<file path="src/rtl/sniff_pkg.sv">
package sniff_pkg;

    typedef enum logic [1:0] {
        MODE0 = 2'b00,
        MODE1 = 2'b01,
        MODE2 = 2'b10,
        MODE3 = 2'b11
    } spi_mode_e;

    // Modes whose polarity equals their phase capture on the rising edge.
    function automatic logic samples_on_rise(input spi_mode_e m);
        return (m == MODE0) || (m == MODE3);
    endfunction

endpackage

</file>
<file path="src/rtl/sniff_sync.sv">
module sniff_sync #(
    parameter int W = 4
) (
    input  logic         clk,
    input  logic         rst_n,
    input  logic [W-1:0] rst_val,
    input  logic [W-1:0] din,
    output logic [W-1:0] dout
);
    typedef struct packed {
        logic [W-1:0] s1;
        logic [W-1:0] s2;
    } sync_t;

    sync_t st_d, st_q;

    always_comb begin
        st_d.s1 = din;
        st_d.s2 = st_q.s1;
    end

    always_ff @(posedge clk) begin
        if (!rst_n) begin
            st_q.s1 <= rst_val;
            st_q.s2 <= rst_val;
        end else begin
            st_q <= st_d;
        end
    end

    assign dout = st_q.s2;
endmodule

</file>
<file path="src/rtl/sniff_edge.sv">
module sniff_edge
    import sniff_pkg::*;
(
    input  logic clk,
    input  logic rst_n,
    input  logic cfg_cpol,
    input  logic cfg_cpha,
    input  logic cfg_cs_active_high,
    input  logic sck_s,
    input  logic cs_s,
    output logic bit_strobe,
    output logic cs_inactive,
    output logic cs_evt,
    output logic cs_evt_prev,
    output logic cs_evt_new
);
    typedef struct packed {
        logic sck_prev;
        logic cs_prev;
        logic evt;
        logic evt_prev;
        logic evt_new;
    } edge_t;

    edge_t st_d, st_q;
    spi_mode_e mode;
    logic      rise_mode;

    assign mode      = spi_mode_e'({cfg_cpol, cfg_cpha});
    assign rise_mode = samples_on_rise(mode);

    always_comb begin
        st_d          = st_q;
        st_d.sck_prev = sck_s;
        st_d.cs_prev  = cs_s;
        st_d.evt      = (cs_s != st_q.cs_prev);
        st_d.evt_prev = st_q.cs_prev;
        st_d.evt_new  = cs_s;
        if (cs_s == st_q.cs_prev) begin
            st_d.evt_prev = st_q.evt_prev;
            st_d.evt_new  = st_q.evt_new;
        end
    end

    always_ff @(posedge clk) begin
        if (!rst_n) begin
            st_q.sck_prev <= cfg_cpol;
            st_q.cs_prev  <= ~cfg_cs_active_high;
            st_q.evt      <= 1'b0;
            st_q.evt_prev <= 1'b0;
            st_q.evt_new  <= 1'b0;
        end else begin
            st_q <= st_d;
        end
    end

    assign bit_strobe  = (sck_s != st_q.sck_prev) && (sck_s == rise_mode);
    assign cs_inactive = (cs_s != cfg_cs_active_high);
    assign cs_evt      = st_q.evt;
    assign cs_evt_prev = st_q.evt_prev;
    assign cs_evt_new  = st_q.evt_new;

    // an event always reports two different levels
    p_evt_levels_r6: assert property (@(posedge clk) disable iff (!rst_n)
        cs_evt |-> (cs_evt_prev != cs_evt_new));
    // strobe only in the cycle the synchronized clock differs from last cycle
    p_strobe_change_r1: assert property (@(posedge clk) disable iff (!rst_n)
        bit_strobe |=> !bit_strobe);
endmodule

</file>
<file path="src/rtl/sniff_capture.sv">
module sniff_capture #(
    parameter int MAX_BITS = 32,
    parameter int CNT_W    = 32,
    localparam int LEN_W   = $clog2(MAX_BITS + 1)
) (
    input  logic                clk,
    input  logic                rst_n,
    input  logic                cfg_lsb_first,
    input  logic [LEN_W-1:0]    eff_len,
    input  logic                bit_strobe,
    input  logic                cs_inactive,
    input  logic                mosi_s,
    input  logic                miso_s,
    output logic                word_vld,
    output logic [MAX_BITS-1:0] word_mosi,
    output logic [MAX_BITS-1:0] word_miso,
    output logic                word_warn,
    output logic [CNT_W-1:0]    word_count
);
    typedef struct packed {
        logic [LEN_W-1:0]    bits;
        logic [MAX_BITS-1:0] acc_mo;
        logic [MAX_BITS-1:0] acc_mi;
        logic                warn;
        logic                vld;
        logic [MAX_BITS-1:0] out_mo;
        logic [MAX_BITS-1:0] out_mi;
        logic                out_warn;
        logic [CNT_W-1:0]    cnt;
    } cap_t;

    localparam logic [CNT_W-1:0] CNT_MAX = '1;

    cap_t st_d, st_q;
    logic [LEN_W-1:0]    pos;
    logic [LEN_W-1:0]    bits_inc;
    logic [MAX_BITS-1:0] mo_next, mi_next;
    logic                warn_next;

    always_comb begin
        bits_inc  = st_q.bits + LEN_W'(1);
        pos       = cfg_lsb_first ? st_q.bits : (eff_len - LEN_W'(1) - st_q.bits);
        mo_next   = st_q.acc_mo | (MAX_BITS'(mosi_s) << pos);
        mi_next   = st_q.acc_mi | (MAX_BITS'(miso_s) << pos);
        warn_next = (st_q.bits == '0) ? cs_inactive : st_q.warn;

        st_d     = st_q;
        st_d.vld = 1'b0;
        if (bit_strobe) begin
            if (bits_inc == eff_len) begin
                st_d.out_mo   = mo_next;
                st_d.out_mi   = mi_next;
                st_d.out_warn = warn_next;
                st_d.vld      = 1'b1;
                st_d.acc_mo   = '0;
                st_d.acc_mi   = '0;
                st_d.bits     = '0;
                st_d.warn     = 1'b0;
                if (st_q.cnt != CNT_MAX) begin
                    st_d.cnt = st_q.cnt + CNT_W'(1);
                end
            end else begin
                st_d.acc_mo = mo_next;
                st_d.acc_mi = mi_next;
                st_d.bits   = bits_inc;
                st_d.warn   = warn_next;
            end
        end
    end

    always_ff @(posedge clk) begin
        if (!rst_n) begin
            st_q <= '0;
        end else begin
            st_q <= st_d;
        end
    end

    assign word_vld   = st_q.vld;
    assign word_mosi  = st_q.out_mo;
    assign word_miso  = st_q.out_mi;
    assign word_warn  = st_q.out_warn;
    assign word_count = st_q.cnt;

    // single-cycle pulse
    p_vld_pulse_r9: assert property (@(posedge clk) disable iff (!rst_n)
        word_vld |=> !word_vld);
    // captured words hold between pulses
    p_data_hold_r9: assert property (@(posedge clk) disable iff (!rst_n)
        !word_vld |-> ($stable(word_mosi) && $stable(word_miso) && $stable(word_warn)));
    // count moves by one per word unless saturated
    p_count_step_r10: assert property (@(posedge clk) disable iff (!rst_n)
        (word_vld && ($past(word_count) != CNT_MAX)) |-> (word_count == $past(word_count) + CNT_W'(1)));
    // count is stable without a word
    p_count_hold_r10: assert property (@(posedge clk) disable iff (!rst_n)
        !word_vld |-> $stable(word_count));
    // the bit index stays below the active length
    p_bits_range_r4: assert property (@(posedge clk) disable iff (!rst_n)
        st_q.bits < eff_len);
endmodule

</file>
<file path="src/rtl/spi_bus_sniffer.sv">
module spi_bus_sniffer #(
    parameter int MAX_BITS = 32,
    parameter int CNT_W    = 32,
    localparam int LEN_W   = $clog2(MAX_BITS + 1)
) (
    input  logic                clk,
    input  logic                rst_n,
    input  logic                cfg_cpol,
    input  logic                cfg_cpha,
    input  logic                cfg_lsb_first,
    input  logic                cfg_cs_active_high,
    input  logic [LEN_W-1:0]    cfg_word_len,
    input  logic                spi_sck,
    input  logic                spi_cs,
    input  logic                spi_mosi,
    input  logic                spi_miso,
    output logic                cs_evt,
    output logic                cs_evt_prev,
    output logic                cs_evt_new,
    output logic                word_vld,
    output logic [MAX_BITS-1:0] word_mosi,
    output logic [MAX_BITS-1:0] word_miso,
    output logic                word_warn,
    output logic [CNT_W-1:0]    word_count
);
    localparam logic [LEN_W-1:0] LEN_MAX = LEN_W'(MAX_BITS);

    logic [3:0]       lines_s;
    logic [3:0]       lines_rst;
    logic [LEN_W-1:0] eff_len;
    logic             bit_strobe;
    logic             cs_inactive;

    assign lines_rst = {cfg_cpol, ~cfg_cs_active_high, 1'b0, 1'b0};
    assign eff_len   = ((cfg_word_len == '0) || (cfg_word_len > LEN_MAX)) ? LEN_MAX : cfg_word_len;

    sniff_sync #(.W(4)) u_sync (
        .clk     (clk),
        .rst_n   (rst_n),
        .rst_val (lines_rst),
        .din     ({spi_sck, spi_cs, spi_mosi, spi_miso}),
        .dout    (lines_s)
    );

    sniff_edge u_edge (
        .clk                (clk),
        .rst_n              (rst_n),
        .cfg_cpol           (cfg_cpol),
        .cfg_cpha           (cfg_cpha),
        .cfg_cs_active_high (cfg_cs_active_high),
        .sck_s              (lines_s[3]),
        .cs_s               (lines_s[2]),
        .bit_strobe         (bit_strobe),
        .cs_inactive        (cs_inactive),
        .cs_evt             (cs_evt),
        .cs_evt_prev        (cs_evt_prev),
        .cs_evt_new         (cs_evt_new)
    );

    sniff_capture #(.MAX_BITS(MAX_BITS), .CNT_W(CNT_W)) u_cap (
        .clk           (clk),
        .rst_n         (rst_n),
        .cfg_lsb_first (cfg_lsb_first),
        .eff_len       (eff_len),
        .bit_strobe    (bit_strobe),
        .cs_inactive   (cs_inactive),
        .mosi_s        (lines_s[1]),
        .miso_s        (lines_s[0]),
        .word_vld      (word_vld),
        .word_mosi     (word_mosi),
        .word_miso     (word_miso),
        .word_warn     (word_warn),
        .word_count    (word_count)
    );

    // the active length is never zero
    p_len_nonzero_r4: assert property (@(posedge clk) disable iff (!rst_n)
        eff_len != '0);
endmodule

</file>
<file path="config.mk">
export PLATFORM = sky130hd
export DESIGN_NAME = spi_bus_sniffer
export DESIGN_NICKNAME = d
export VERILOG_FILES = /design/src/rtl/sniff_pkg.sv /design/src/rtl/sniff_sync.sv /design/src/rtl/sniff_edge.sv /design/src/rtl/sniff_capture.sv /design/src/rtl/spi_bus_sniffer.sv
export SDC_FILE = /design/constraint.sdc
export NUM_CORES = 1
export LEC_CHECK = 0
export BUFFER_PORTS_ARGS = -buffer_cell sky130_fd_sc_hd__buf_2
export CORE_AREA = 2 2 174 176
export CTS_BUF_LIST = sky130_fd_sc_hd__clkbuf_4 sky130_fd_sc_hd__clkbuf_8
export DETAILED_ROUTE_END_ITERATION = 6
export DIE_AREA = 0 0 176 178
export HOLD_SLACK_MARGIN = 0.1
export RECOVER_POWER = 50
export SYNTH_ARGS = -nofsm -noshare
export SYNTH_HDL_FRONTEND = slang
export SYNTH_HIERARCHICAL = 1
export SYNTH_SLANG_ARGS = --single-unit
</file>
<file path="constraint.sdc">
create_clock -name clk -period 8 [get_ports clk]
set_clock_uncertainty 0.1 [all_clocks]
set_input_delay 1.6 -clock clk [delete_from_list [all_inputs] [get_ports clk]]
set_output_delay 1.6 -clock clk [all_outputs]
set_load 0.02 [all_outputs]
</file>
==> results.yml <==
layout:
  stdcell_count: 1273
  nets: 895
  final_util: 0.306
  drive_gt1_frac: 0.0883
  multiInputGateArea_sq_um: 3900
  area_growth_pct: 3.48
  register_area_sq_um: 3640
  nFillCells: 3116
  antennaDiodeCount: 0
pwr:
  power_mw: 1.72
  power.leakage_nw: 3.05
  worst_ir_drop_vdd_v: 0.000112
  p_per_area_nw_per_um2: 191
die:
  io_pins: 117
  rows: 63
  die_area_sq_um: 31300
  start_util: 0.296
  die_y_um: 178
  fp.dieW_um: 176
  coreArea_sq_um: 29400
route:
  antenna_left: 0
  drtPass1Iterations: 5
  vias_per_cell: 5.19
  routed_wirelength_mm: 22.6
  drcViolationCount: 0
  num_vias: 6603
  drt-initial-drc-count: 471
  avgRoutedWirePerCell_um: 17.8
clock_network:
  cts_tree: "done"
  cts_max_level: 4
  cts_root_buf: "clkbuf_8"
  cts.sinks: 182
  cts_setup_buffers: 0
  ctsHoldBuffers: 0
  cts_buffers: 17
  clock_latency_ps: 470
  path_clk_slew_ps: 100
  clock_path_buffers: 2
  cts_resized: 0
synthesis:
  synth_area_sq_um: 8700
  synth_ff_type: "dfxtp_1"
  async_flop_share: 0
  synth.avg_cell_area_sq_um: 9.88
  synth_top_family_by_area: "compound AO/OA/AOI/OAI gates"
  synth.most_common_cell: "dfxtp_1"
  synthDistinctLibCells: 66
  yosys_warnings: 6
  yosys.area_share.simple: 0.141
  synth-xor-area-share: 0.0188
  synth_commonest_cells: "182 x dfxtp_1, 102 x buf_4, 78 x mux2i_1"
  netlist_top_cells_area: "dfxtp_1 42%, mux2i_1 9.0%, buf_4 8.8%"
  ys_ff_latch: 182
  synthMuxAreaShare: 0.107
  yosysSeqAreaShare: 0.419
  yosys.area.top_type: "dfxtp_1"
  synth_cells: 881
  synth_compound_area_frac: 0.173
  synth_edf_count: 0
  netlist.area_leader.share: 0.419
  synth_adder_area_share: 0.0138
sta:
  post-route-min-period_ps: 5460
  finalCritPeriodShare: 0.682
  finalMaxSlewViolations: 81
  hold_violations: 0
  max_freq_mhz: 183
  finalSetupTns_ps: 0
  rsz0062_at_grt: "false"
  setup-violations-final: 0
  slew_headroom: -0.412
  tightest_slew_ps: 2120
global_route:
  grt-ovfl-total: 0
  grt_pass1_wl_mm: 34.7
  grt_pass1_vias: 6068
  grtUsageTotal: 0.143
  antenna_found_initial: 0
  grt_max_degree: 75
worst_setup_path:
  crit_type: "in2reg"
  cp-start-kind: "input pin"
  cp_max_fo: 64
  critPathArrivalTime_ps: 5720
  worst_ep_required_time_ps: 8260
  critPathCaptureType: "flop"
placed_design:
  io_buffers: 116
  dp_hpwl_mm: 15.1
  dp_cells: 1241
  place_congestion: 0.814
run_status:
  outcome: "finished with violations"
  violations: "max-capacitance violations, max-slew violations"
min_path:
  hp-class: "reg2reg"
job:
  cap_violations: 2
==> critical path, stage by stage <==
cell and delay [ps]:
buf_2 100, or4_1 510, o21bai_1 430, xor2_1 220, and4_1 230, o21ai_0 280, nor3_1 910, buf_4 690
nor2_4 20, buf_4 370, a32o_1 310
==> registers in the layout, indices dropped and copies added (netlist names) <==
signal              count
u_edge/cs_evt_new       1
u_cap/word_warn         1
u_cap/st_q             71
u_edge/st_q             2
u_cap/word_count       32
u_cap/word_vld          1
u_sync/dout             4
u_edge/cs_evt_prev      1
u_cap/word_miso        32
u_sync/st_d             4
u_cap/word_mosi        32
u_edge/cs_evt           1
==> routing by layer <==
| layer | up-vias | share of wire | track usage |
|---|---|---|---|
| li1 | 3157 | - | - |
| met2 | 188 | 0.44 | 0.213 |
| met4 | 0 | 0.022 | 0.0537 |
| met5 | - | 0 | 0 |
| met3 | 30 | 0.064 | 0.0377 |
| met1 | 3228 | 0.48 | 0.197 |
==> layout make-up <==
type | count | share of cell area
multi-input combinational | 530 | 0.434
sequential | 182 | 0.405
timing repair buffer | 126 | 0.0584
tap | 390 | 0.0542
clock buffer | 19 | 0.0290
clock inverter | 13 | 0.0147
inverter | 13 | 0.00542
==> cell families (layout without fill, tap and decap cells) <==
family	after synthesis	after routing
fa+ha+maj	9	9
compound gates	199	199
mux	89	89
other cells	1	4
buf+inv	172	171
xor+xnor	17	17
flops	182	182
simple gates	212	212
==> final timing paths <==
path / start / to / slack (ps) / depth (start not counted)
setup / recovery: cfg_word_len[1] / u_cap/st_q[129] / 2540 / 11
hold / removal: u_sync/st_d[1] / u_sync/dout[1] / 350 / 1
setup reg to reg: u_cap/st_q[163] / u_cap/st_q[129] / 3730 / 9
hold reg to reg: u_sync/st_d[1] / u_sync/dout[1] / 350 / 1
==> power breakdown <==
part / switching (mW) / leakage [nW] / internal (mW)
Clock: 0.364 / 0.198 / 0.248
Sequential: 0.00666 / 1.47 / 0.915
Combinational: 0.138 / 1.38 / 0.0514
==> stage by stage <==
step                instance area [sq um]  setup slack (ps)  hold slack, ps
floorplan                            8710              4020             332
global placement                     8810              2900             338
detailed placement                   8810              2780             343
CTS                                  9210              3300             358
global route                         9000              2130             367
finish                               9000              2540             353
==> placed cells by master, fill, tap and decap left out, types with 13 or more instances in the layout <==
cell type	instances
dfxtp_1	182
clkbuf_1	102
mux2i_1	78
o22ai_1	66
a32o_1	60
nand2_1	59
nand3_1	31
nor2_1	25
a21oi_1	22
clkbuf_8	19
buf_2	15
inv_1	13
or4_1	13
nand2b_1	13
(Power assumes the default switching activity.)
